--- src/rtl/tmr_pkg.sv ---
package tmr_pkg;
   // Register byte offsets; software decodes these, so they are fixed.
   localparam logic [7:0] OFS_CTRL   = 8'h68;
   localparam logic [7:0] OFS_LIVELO = 8'h6C;
   localparam logic [7:0] OFS_LIVEHI = 8'h70;
   localparam logic [7:0] OFS_PRELO  = 8'h74;
   localparam logic [7:0] OFS_PREHI  = 8'h78;
   localparam logic [7:0] OFS_SNAPLO = 8'h7C;
   localparam logic [7:0] OFS_SNAPHI = 8'h80;

   // Control field positions
   localparam int unsigned CTL_RUN_BIT  = 0;
   localparam int unsigned CTL_LOAD_BIT = 1;
   localparam int unsigned CTL_DIV_LSB  = 4;

   typedef enum logic [1:0] {
      CMD_NONE = 2'd0,
      CMD_SNAP = 2'd1,
      CMD_LOAD = 2'd2
   } tmr_cmd_e;
endpackage

--- src/rtl/tmr_prescale.sv ---
module tmr_prescale #(
   parameter int unsigned DIV_W   = 4,
   parameter bit          HAS_DIV = 1'b1
) (
   input  logic             clk,
   input  logic             rst_n,
   input  logic             tick,
   input  logic             run,
   input  logic [DIV_W-1:0] div,
   input  logic             restart,
   output logic             adv
);
   generate
      if (HAS_DIV) begin : g_div
         logic [DIV_W-1:0] pre_q;
         logic             expire;

         assign expire = (pre_q >= div);
         assign adv    = run && tick && expire;

         always_ff @(posedge clk or negedge rst_n) begin
            if (!rst_n) begin
               pre_q <= '0;
            end else if (restart) begin
               pre_q <= '0;
            end else if (run && tick) begin
               pre_q <= expire ? '0 : pre_q + 1'b1;
            end
         end

         // no step while the divider is nonzero and the tick count was just restarted
         a_r6_restart_gap: assert property (@(posedge clk) disable iff (!rst_n)
            (restart && div != '0) |=> !adv);
      end else begin : g_nodiv
         assign adv = run && tick;
      end
   endgenerate
endmodule

--- src/rtl/tmr_count64.sv ---
module tmr_count64
   import tmr_pkg::*;
#(
   parameter int unsigned CNT_W = 64
) (
   input  logic             clk,
   input  logic             rst_n,
   input  logic             adv,
   input  tmr_cmd_e         cmd,
   input  logic [CNT_W-1:0] load_val,
   output logic [CNT_W-1:0] cnt_q,
   output logic [CNT_W-1:0] snap_q
);
   always_ff @(posedge clk or negedge rst_n) begin
      if (!rst_n) begin
         cnt_q <= '0;
      end else if (cmd == CMD_LOAD) begin
         cnt_q <= load_val;          // load wins over a step
      end else if (adv) begin
         cnt_q <= cnt_q + 1'b1;      // silent wrap
      end
   end

   always_ff @(posedge clk or negedge rst_n) begin
      if (!rst_n) begin
         snap_q <= '0;
      end else if (cmd == CMD_SNAP) begin
         snap_q <= cnt_q;
      end
   end

   // a commit places the preload value exactly
   a_r4_load_exact: assert property (@(posedge clk) disable iff (!rst_n)
      (cmd == CMD_LOAD) |=> cnt_q == $past(load_val));
   // snapshot holds the pre-edge count
   a_r3_snap_copy: assert property (@(posedge clk) disable iff (!rst_n)
      (cmd == CMD_SNAP) |=> snap_q == $past(cnt_q));
   // snapshot words move only on a snapshot command
   a_r8_snap_hold: assert property (@(posedge clk) disable iff (!rst_n)
      (cmd != CMD_SNAP) |=> $stable(snap_q));
   // a step adds one modulo 2^CNT_W
   a_r5_step_one: assert property (@(posedge clk) disable iff (!rst_n)
      (adv && cmd != CMD_LOAD) |=> cnt_q == $past(cnt_q) + 1'b1);
   // no step, no load, no change
   a_r5_hold_idle: assert property (@(posedge clk) disable iff (!rst_n)
      (!adv && cmd != CMD_LOAD) |=> $stable(cnt_q));
endmodule

--- src/rtl/tmr_regs.sv ---
module tmr_regs
   import tmr_pkg::*;
#(
   parameter int unsigned ADDR_W  = 8,
   parameter int unsigned BUS_W   = 32,
   parameter int unsigned DIV_W   = 4,
   parameter bit          HAS_DIV = 1'b1,
   localparam int unsigned CNT_W  = 2 * BUS_W
) (
   input  logic              clk,
   input  logic              rst_n,
   input  logic [ADDR_W-1:0] bus_addr,
   input  logic              bus_we,
   input  logic [BUS_W-1:0]  bus_wdata,
   input  logic [CNT_W-1:0]  cnt,
   input  logic [CNT_W-1:0]  snap,
   output logic [BUS_W-1:0]  bus_rdata,
   output logic              run_en,
   output logic [DIV_W-1:0]  div_val,
   output logic [CNT_W-1:0]  load_val,
   output tmr_cmd_e          cmd
);
   localparam logic [ADDR_W-1:0] A_CTRL   = ADDR_W'(OFS_CTRL);
   localparam logic [ADDR_W-1:0] A_LIVELO = ADDR_W'(OFS_LIVELO);
   localparam logic [ADDR_W-1:0] A_LIVEHI = ADDR_W'(OFS_LIVEHI);
   localparam logic [ADDR_W-1:0] A_PRELO  = ADDR_W'(OFS_PRELO);
   localparam logic [ADDR_W-1:0] A_PREHI  = ADDR_W'(OFS_PREHI);
   localparam logic [ADDR_W-1:0] A_SNAPLO = ADDR_W'(OFS_SNAPLO);
   localparam logic [ADDR_W-1:0] A_SNAPHI = ADDR_W'(OFS_SNAPHI);

   logic ctrl_wr;
   assign ctrl_wr = bus_we && (bus_addr == A_CTRL);

   always_comb begin
      cmd = CMD_NONE;
      if (ctrl_wr && bus_wdata[CTL_RUN_BIT]) begin
         cmd = bus_wdata[CTL_LOAD_BIT] ? CMD_LOAD : CMD_SNAP;
      end
   end

   always_ff @(posedge clk or negedge rst_n) begin
      if (!rst_n) begin
         run_en  <= 1'b0;
         div_val <= '0;
      end else if (ctrl_wr) begin
         run_en  <= bus_wdata[CTL_RUN_BIT];
         div_val <= HAS_DIV ? bus_wdata[CTL_DIV_LSB +: DIV_W] : '0;
      end
   end

   always_ff @(posedge clk or negedge rst_n) begin
      if (!rst_n) begin
         load_val <= '0;
      end else if (bus_we) begin
         if (bus_addr == A_PRELO) load_val[BUS_W-1:0]     <= bus_wdata;
         if (bus_addr == A_PREHI) load_val[CNT_W-1:BUS_W] <= bus_wdata;
      end
   end

   always_comb begin
      bus_rdata = '0;
      unique case (bus_addr)
         A_CTRL: begin
            bus_rdata[CTL_RUN_BIT]            = run_en;
            bus_rdata[CTL_DIV_LSB +: DIV_W]   = div_val;
         end
         A_LIVELO: bus_rdata = cnt[BUS_W-1:0];
         A_LIVEHI: bus_rdata = cnt[CNT_W-1:BUS_W];
         A_PRELO:  bus_rdata = load_val[BUS_W-1:0];
         A_PREHI:  bus_rdata = load_val[CNT_W-1:BUS_W];
         A_SNAPLO: bus_rdata = snap[BUS_W-1:0];
         A_SNAPHI: bus_rdata = snap[CNT_W-1:BUS_W];
         default:  bus_rdata = '0;
      endcase
   end

   // a control write sets run from bit 0
   a_r10_run_from_ctrl: assert property (@(posedge clk) disable iff (!rst_n)
      ctrl_wr |=> run_en == $past(bus_wdata[CTL_RUN_BIT]));
   // preload words change only on a bus write
   a_r2_preload_quiet: assert property (@(posedge clk) disable iff (!rst_n)
      !bus_we |=> $stable(load_val));
endmodule

--- src/rtl/snapcnt_timebase.sv ---
module snapcnt_timebase
   import tmr_pkg::*;
#(
   parameter int unsigned ADDR_W  = 8,
   parameter int unsigned BUS_W   = 32,
   parameter int unsigned DIV_W   = 4,
   parameter bit          HAS_DIV = 1'b1
) (
   input  logic              clk,
   input  logic              rst_n,
   input  logic              cnt_tick,
   input  logic [ADDR_W-1:0] bus_addr,
   input  logic              bus_we,
   input  logic [BUS_W-1:0]  bus_wdata,
   output logic [BUS_W-1:0]  bus_rdata
);
   localparam int unsigned CNT_W = 2 * BUS_W;

   generate
      if (ADDR_W < 8) begin : g_bad_addr
         $error("snapcnt_timebase: ADDR_W must reach offset 0x80");
      end
      if (BUS_W < 8) begin : g_bad_bus
         $error("snapcnt_timebase: BUS_W too narrow for the control fields");
      end
      if (DIV_W < 1 || DIV_W + CTL_DIV_LSB > BUS_W) begin : g_bad_div
         $error("snapcnt_timebase: divider field does not fit the control word");
      end
   endgenerate

   logic             run_en;
   logic [DIV_W-1:0] div_val;
   logic [CNT_W-1:0] load_val;
   logic [CNT_W-1:0] cnt_q;
   logic [CNT_W-1:0] snap_q;
   logic             adv;
   tmr_cmd_e         cmd;

   tmr_regs #(
      .ADDR_W (ADDR_W),
      .BUS_W  (BUS_W),
      .DIV_W  (DIV_W),
      .HAS_DIV(HAS_DIV)
   ) u_regs (
      .clk      (clk),
      .rst_n    (rst_n),
      .bus_addr (bus_addr),
      .bus_we   (bus_we),
      .bus_wdata(bus_wdata),
      .cnt      (cnt_q),
      .snap     (snap_q),
      .bus_rdata(bus_rdata),
      .run_en   (run_en),
      .div_val  (div_val),
      .load_val (load_val),
      .cmd      (cmd)
   );

   tmr_prescale #(
      .DIV_W  (DIV_W),
      .HAS_DIV(HAS_DIV)
   ) u_pre (
      .clk    (clk),
      .rst_n  (rst_n),
      .tick   (cnt_tick),
      .run    (run_en),
      .div    (div_val),
      .restart(cmd == CMD_LOAD),
      .adv    (adv)
   );

   tmr_count64 #(
      .CNT_W(CNT_W)
   ) u_cnt (
      .clk     (clk),
      .rst_n   (rst_n),
      .adv     (adv),
      .cmd     (cmd),
      .load_val(load_val),
      .cnt_q   (cnt_q),
      .snap_q  (snap_q)
   );

   // a step needs both the tick and the run enable
   a_r5_step_qualified: assert property (@(posedge clk) disable iff (!rst_n)
      adv |-> (cnt_tick && run_en));
endmodule

--- config.mk ---
export PLATFORM = sky130hd
export DESIGN_NAME = snapcnt_timebase
export DESIGN_NICKNAME = d
export VERILOG_FILES = /design/src/rtl/tmr_pkg.sv /design/src/rtl/tmr_prescale.sv /design/src/rtl/tmr_count64.sv /design/src/rtl/tmr_regs.sv /design/src/rtl/snapcnt_timebase.sv
export SDC_FILE = /design/constraint.sdc
export NUM_CORES = 1
export LEC_CHECK = 0
export ABC_AREA = 1
export BUFFER_PORTS_ARGS = -buffer_cell sky130_fd_sc_hd__buf_2
export CAP_MARGIN = 20
export CORE_MARGIN = 4
export CORE_UTILIZATION = 65
export CTS_CLUSTER_SIZE = 30
export DETAILED_ROUTE_END_ITERATION = 10
export PLACE_DENSITY = 0.89
export SLEW_MARGIN = 20
export SYNTH_ARGS = -nofsm -noshare
export SYNTH_HDL_FRONTEND = slang
export SYNTH_SLANG_ARGS = --single-unit
--- constraint.sdc ---
create_clock -name clk -period 5.2 [get_ports clk]
set_input_delay 0 -clock clk [delete_from_list [all_inputs] [get_ports clk]]
set_output_delay 0 -clock clk [all_outputs]
set_load 0.01 [all_outputs]
Word-level counts from Yosys, hierarchy flattened. Index checks and enable logic that the tools add are counted.

Register bits: 201. Output and inout bits: 32.

Add/subtract/negate cells: 2. Magnitude comparators: 1. Equal/unequal tests: 9. Mux-type cells: 11. Reductions and logical operators: 8.

Operator list (number): 24-bit case mux with 6 select lines (1); 64-bit two-way mux (2); 64-bit by 1-bit adder with 64-bit output, second input constant (1); 8-bit by 7-bit == test with 1-bit output, second input constant (6); 4-bit case mux with 7 select lines (1); 3-bit case mux with 6 select lines (1); 4-bit two-way mux (3); 8-bit == test, second input constant (1); 1-bit case mux with 7 select lines (1); 4-bit by 1-bit adder with 4-bit output, second input constant (1); 4-bit >= comparator (1); 1-bit logical AND (4); 2-bit two-way mux (2); 2-bit AND reduction (2); 2-bit nonzero test (2); 2-bit by 1-bit == test with 1-bit output, second input constant (1); 2-bit == test, second input constant (1).

Depth between registers and ports, before layout.
Depth after elaboration: 6. Mapped depth: 13. Depth with buffers taken out: 12.

By module. A second synthesis with hierarchy kept.

Cell total of the unflattened synthesis: 1891. Area, all modules: 12622.1 um^2.

Modules (own cells, without submodules): tmr_count64 (instances 1, cells each 1057, area an instance 7329.5 um^2); tmr_regs (instances 1, cells each 778, area an instance 4928.5 um^2); tmr_prescale (instances 1, cells each 54, area an instance 354.1 um^2); snapcnt_timebase (instances 1, cells each 2, area an instance 10.0 um^2).

Worst setup path before layout. OpenSTA, ideal clock, no wires.

Kind: reg-to-reg. Start: reg u_pre.g_div.pre_q[1]. End: reg u_cnt.cnt_q[58]. Data arrival time: 1.618 ns. Data required time: 5.084 ns. Slack: 3.466 ns. Stages on the path, launching flop included: 13. Buffers on the path: 2. Clock period less this slack: 1.734 ns. Cells stage by stage: dfrtp_1 -> ha_1 -> inv_1 -> o21bai_1 -> nand2_1 -> nand3_1 -> nand2_1 -> nand2_1 -> inv_2 -> buf_2 -> buf_2 -> nand2_1 -> nand2_1.

Cells in the longest elaborated chain, start to end: 3.

Ends and longest elaborated chain: start, declared (RTL line tmr_prescale.sv:15) `logic [DIV_W-1:0] pre_q;`; start signal, assigned (RTL line tmr_prescale.sv:27) `pre_q <= expire ? '0 : pre_q + 1'b1;`; 4-bit >= comparator (RTL line tmr_prescale.sv:18) `assign expire = (pre_q >= div);`; 1-bit logical AND (RTL line tmr_prescale.sv:19) `assign adv = run && tick && expire;`; 2-bit nonzero test (no line); end signal, assigned (RTL line tmr_count64.sv:18) `cnt_q <= load_val;`; end signal, assigned (RTL line tmr_count64.sv:20) `cnt_q <= cnt_q + 1'b1;`; end, declared (RTL line tmr_count64.sv:11) `output logic [CNT_W-1:0] cnt_q,`.

No other way between the ends. A chain may end at the register's enable or synchronous reset.

Worst setup path after layout.
Start: reg u_pre.g_div.pre_q[1]. End: reg u_cnt.cnt_q[12].

The elaborated chain is that of the path after synthesis.

==> out/results.txt <==
R2R Setup Slk - 2.06 ns
deepest level of the CTS H-tree - 1
CP Data Required Time - 5.62 ns
die height - 142.6 um
synthesis-stage register bit count - 201
die area - 20330 um2
1st-iter DRT viols - 2096
Netlist cell types - 32
critical path class - register to register
first-pass GRT wire length - 68810 um
CP Capture Type - register
Leakage - 0.006366 uW
crit-path max FO - 67
final hold violations - 0
Reg2Reg Depth - 10
Setup-failing EPs final - 0
hold depth - 4
# IOs - 76
Cell Count Post-Placement - 1990
Rows - 48
Netlist Area Pre-Place - 11770 um2
Resized cells post-CTS - 0
IO Port Bufs - 75
clock slew at reported path FFs - 0.07 ns
VDD IR max - 0.0003290 V
vias in the first global route - 12100
Pwr Density - 297.0 nW/um2
WP depth - 10
diode count - 0
total grt overflow - 0
Total Nets Final - 1882
max-cap viol count - 0
yosys warns - 0
Slowest Stage Delay on Critical Path - 0.63 ns
Clk Latency, worst-skew pair - 0.52 ns
Post-synth ARST share - 100.0%
hold buffer count at CTS - 42
Final HPWL DP - 30110 um
Post-synth EDFFs - 0
clock skew - 0.01343 ns
CP delay by family, top - simple AND/OR/NAND/NOR gates
worst path arrival time - 3.56 ns
Clock Sinks - 201
Top FF cell, synth - dfrtp_1
Pre-antenna DRT Iters - 6
type of origin of the critical path - register
RSZ-0062 raised after global routing - no
critical path, cell by cell - ha_1 -> inv_1 -> o21bai_1 -> nand2_1 -> nand3_1 -> nand2_1 -> nand2_2 -> buf_4 -> o211ai_1 -> o21ai_0
commonest non-fill, non-tap cell in the layout - nand2_1
initial antenna violation count - 1
final cell count without fillers - 2073
sequential share of the synthesized area - 42.72%
post-CTS setup buffers - 0
Slew Limit Fails - 0
Global Route Usage Sum - 44.00%
final period utilization - 60.46%
TritonCTS clock tree - done
most frequent cells in the layout - nand2_1 (609), inv_1 (225), dfrtp_1 (201), nor2_1 (168), o21ai_0 (163)
run status - complete, no violations
Starting Density - 67.14%
worst hold path type - primary input to register
DIE WIDTH - 142.6 um
pin count of the biggest net entering global routing - 89
total number of vias - 12920
wire length per cell - 21.71 um
layout cells sized above 1 - 7.684%
Buf+Inv Stages, Crit Path - 2
clock root buffer master - clkbuf_16
Total Wirelength - 45020 um
Min Clock Period, post-route - 3.144 ns
P&R area growth vs syn - 14.00%
clk buf depth - 3
syn nets - 1801
post-DR vias/cell - 6.231
Core Area - 17540 um2
syn avg cell area - 6.724 um2
cts bufs inserted - 23
Cells after Synth - 1751
total power - 3986 uW
Fmax achieved - 318.1 MHz
routability cong. - 1.058
CP max-delay cell - buf_4
Remaining DRCs - 0
CP dominant cell by count - nand2_1
Fin Hold WS - 0.01045 ns
DRT antenna net count - 0
Fillers - 1300
Worst slew margin - 25.37%
setup TNS - 0 ns
Tightest Pin Transition - 1.117 ns
-- cells by family after synthesis --
family | Yosys count | synth area share, %
AND/OR/NAND/NOR | 925 | 31.60
adder cells (fa/ha/maj) | 6 | 0.6376
AO/OA/AOI/OAI | 313 | 14.44
flip-flops | 201 | 42.72
XOR/XNOR | 4 | 0.2976
buffers and inverters | 302 | 10.30
-- layer usage --
metal / up-vias / global-route usage, % / wire length (um)
met5: - / 0 / 0
met4: 0 / 16.81 / 2166
met3: 197 / 14.75 / 7139
met2: 1064 / 63.53 / 18850
met1: 5923 / 61.81 / 16860
li1: 5732 / - / -
-- worst paths after layout --
check,startpoint,to
max in group asynchronous,rst_n,u_cnt.snap_q[29]$_DFFE_PN0N_
min in group asynchronous,rst_n,u_cnt.snap_q[33]$_DFFE_PN0N_
worst min-delay path,bus_we,u_regs.div_val[0]$_DFFE_PN0P_
worst max-delay path,u_pre.g_div.pre_q[1]$_DFFE_PN0P_,u_cnt.cnt_q[12]$_DFFE_PN0P_
worst min register to register,u_cnt.snap_q[18]$_DFFE_PN0N_,u_cnt.snap_q[18]$_DFFE_PN0N_
worst max register to register,u_pre.g_div.pre_q[1]$_DFFE_PN0P_,u_cnt.cnt_q[12]$_DFFE_PN0P_
-- metrics by stage --
step	util [%]	cell area [um2]	worst slack, ns
global route	76.53	13420	1.977
floorplan	-	11770	3.466
detailed placement	69.49	12190	2.187
CTS	76.53	13420	2.385
global placement	69.49	12190	2.404
finish	76.53	13420	2.056
-- cell type report --
class / count / area, um2 / share of cell area, %
multi-input cells: 1248 / 5549 / 41.34
flip-flops and latches: 201 / 5030 / 37.48
repair buffers: 127 / 879.6 / 6.554
inverters: 231 / 867.1 / 6.460
clock buffers: 29 / 618.1 / 4.605
well taps: 225 / 281.5 / 2.098
clock inverters: 12 / 196.4 / 1.464
-- registers in the layout (all words and copies together), names as in the netlist --
name,cells
u_regs.div_val,4
u_cnt.snap_q,64
u_cnt.cnt_q,64
u_regs.load_val,64
u_pre.g_div.pre_q,4
u_regs.run_en,1
-- report_power, final --
part / total, uW / leakage [uW] / switching [uW] / internal (uW)
Clock: 1790 / 0.000390 / 695 / 1090
Sequential: 1750 / 0.00275 / 110 / 1640
Combinational: 450 / 0.00323 / 314 / 136
-- worst min-delay path, cell delays in order --
cell,delay [ns]
buf_2,0.13
inv_1,0.07
nor2_2,0.10
o21a_1,0.19
-- synth_stat cells (2+ instances only) --
cell / n / area [um2]
nor2_1: 168 / 630.6
inv_1: 225 / 844.6
buf_6: 3 / 33.78
buf_4: 3 / 22.52
inv_2: 5 / 18.77
nand4_1: 36 / 225.2
clkbuf_1: 26 / 97.59
a21oi_1: 15 / 75.07
o21ai_0: 163 / 815.8
dfrtp_1: 201 / 5030
a22o_1: 7 / 61.31
o21ai_1: 72 / 360.4
o22ai_1: 29 / 181.4
nor2_4: 2 / 22.52
nand3_1: 97 / 485.5
o21ai_2: 4 / 35.03
xor2_1: 3 / 26.28
nor2_2: 5 / 31.28
buf_2: 36 / 180.2
nand2_1: 611 / 2293
o211ai_1: 18 / 135.1
a211oi_1: 2 / 15.01
ha_1: 6 / 75.07
buf_1: 3 / 11.26
nor3_1: 4 / 20.02
Note: power is estimated with default switching activity, not from simulation.
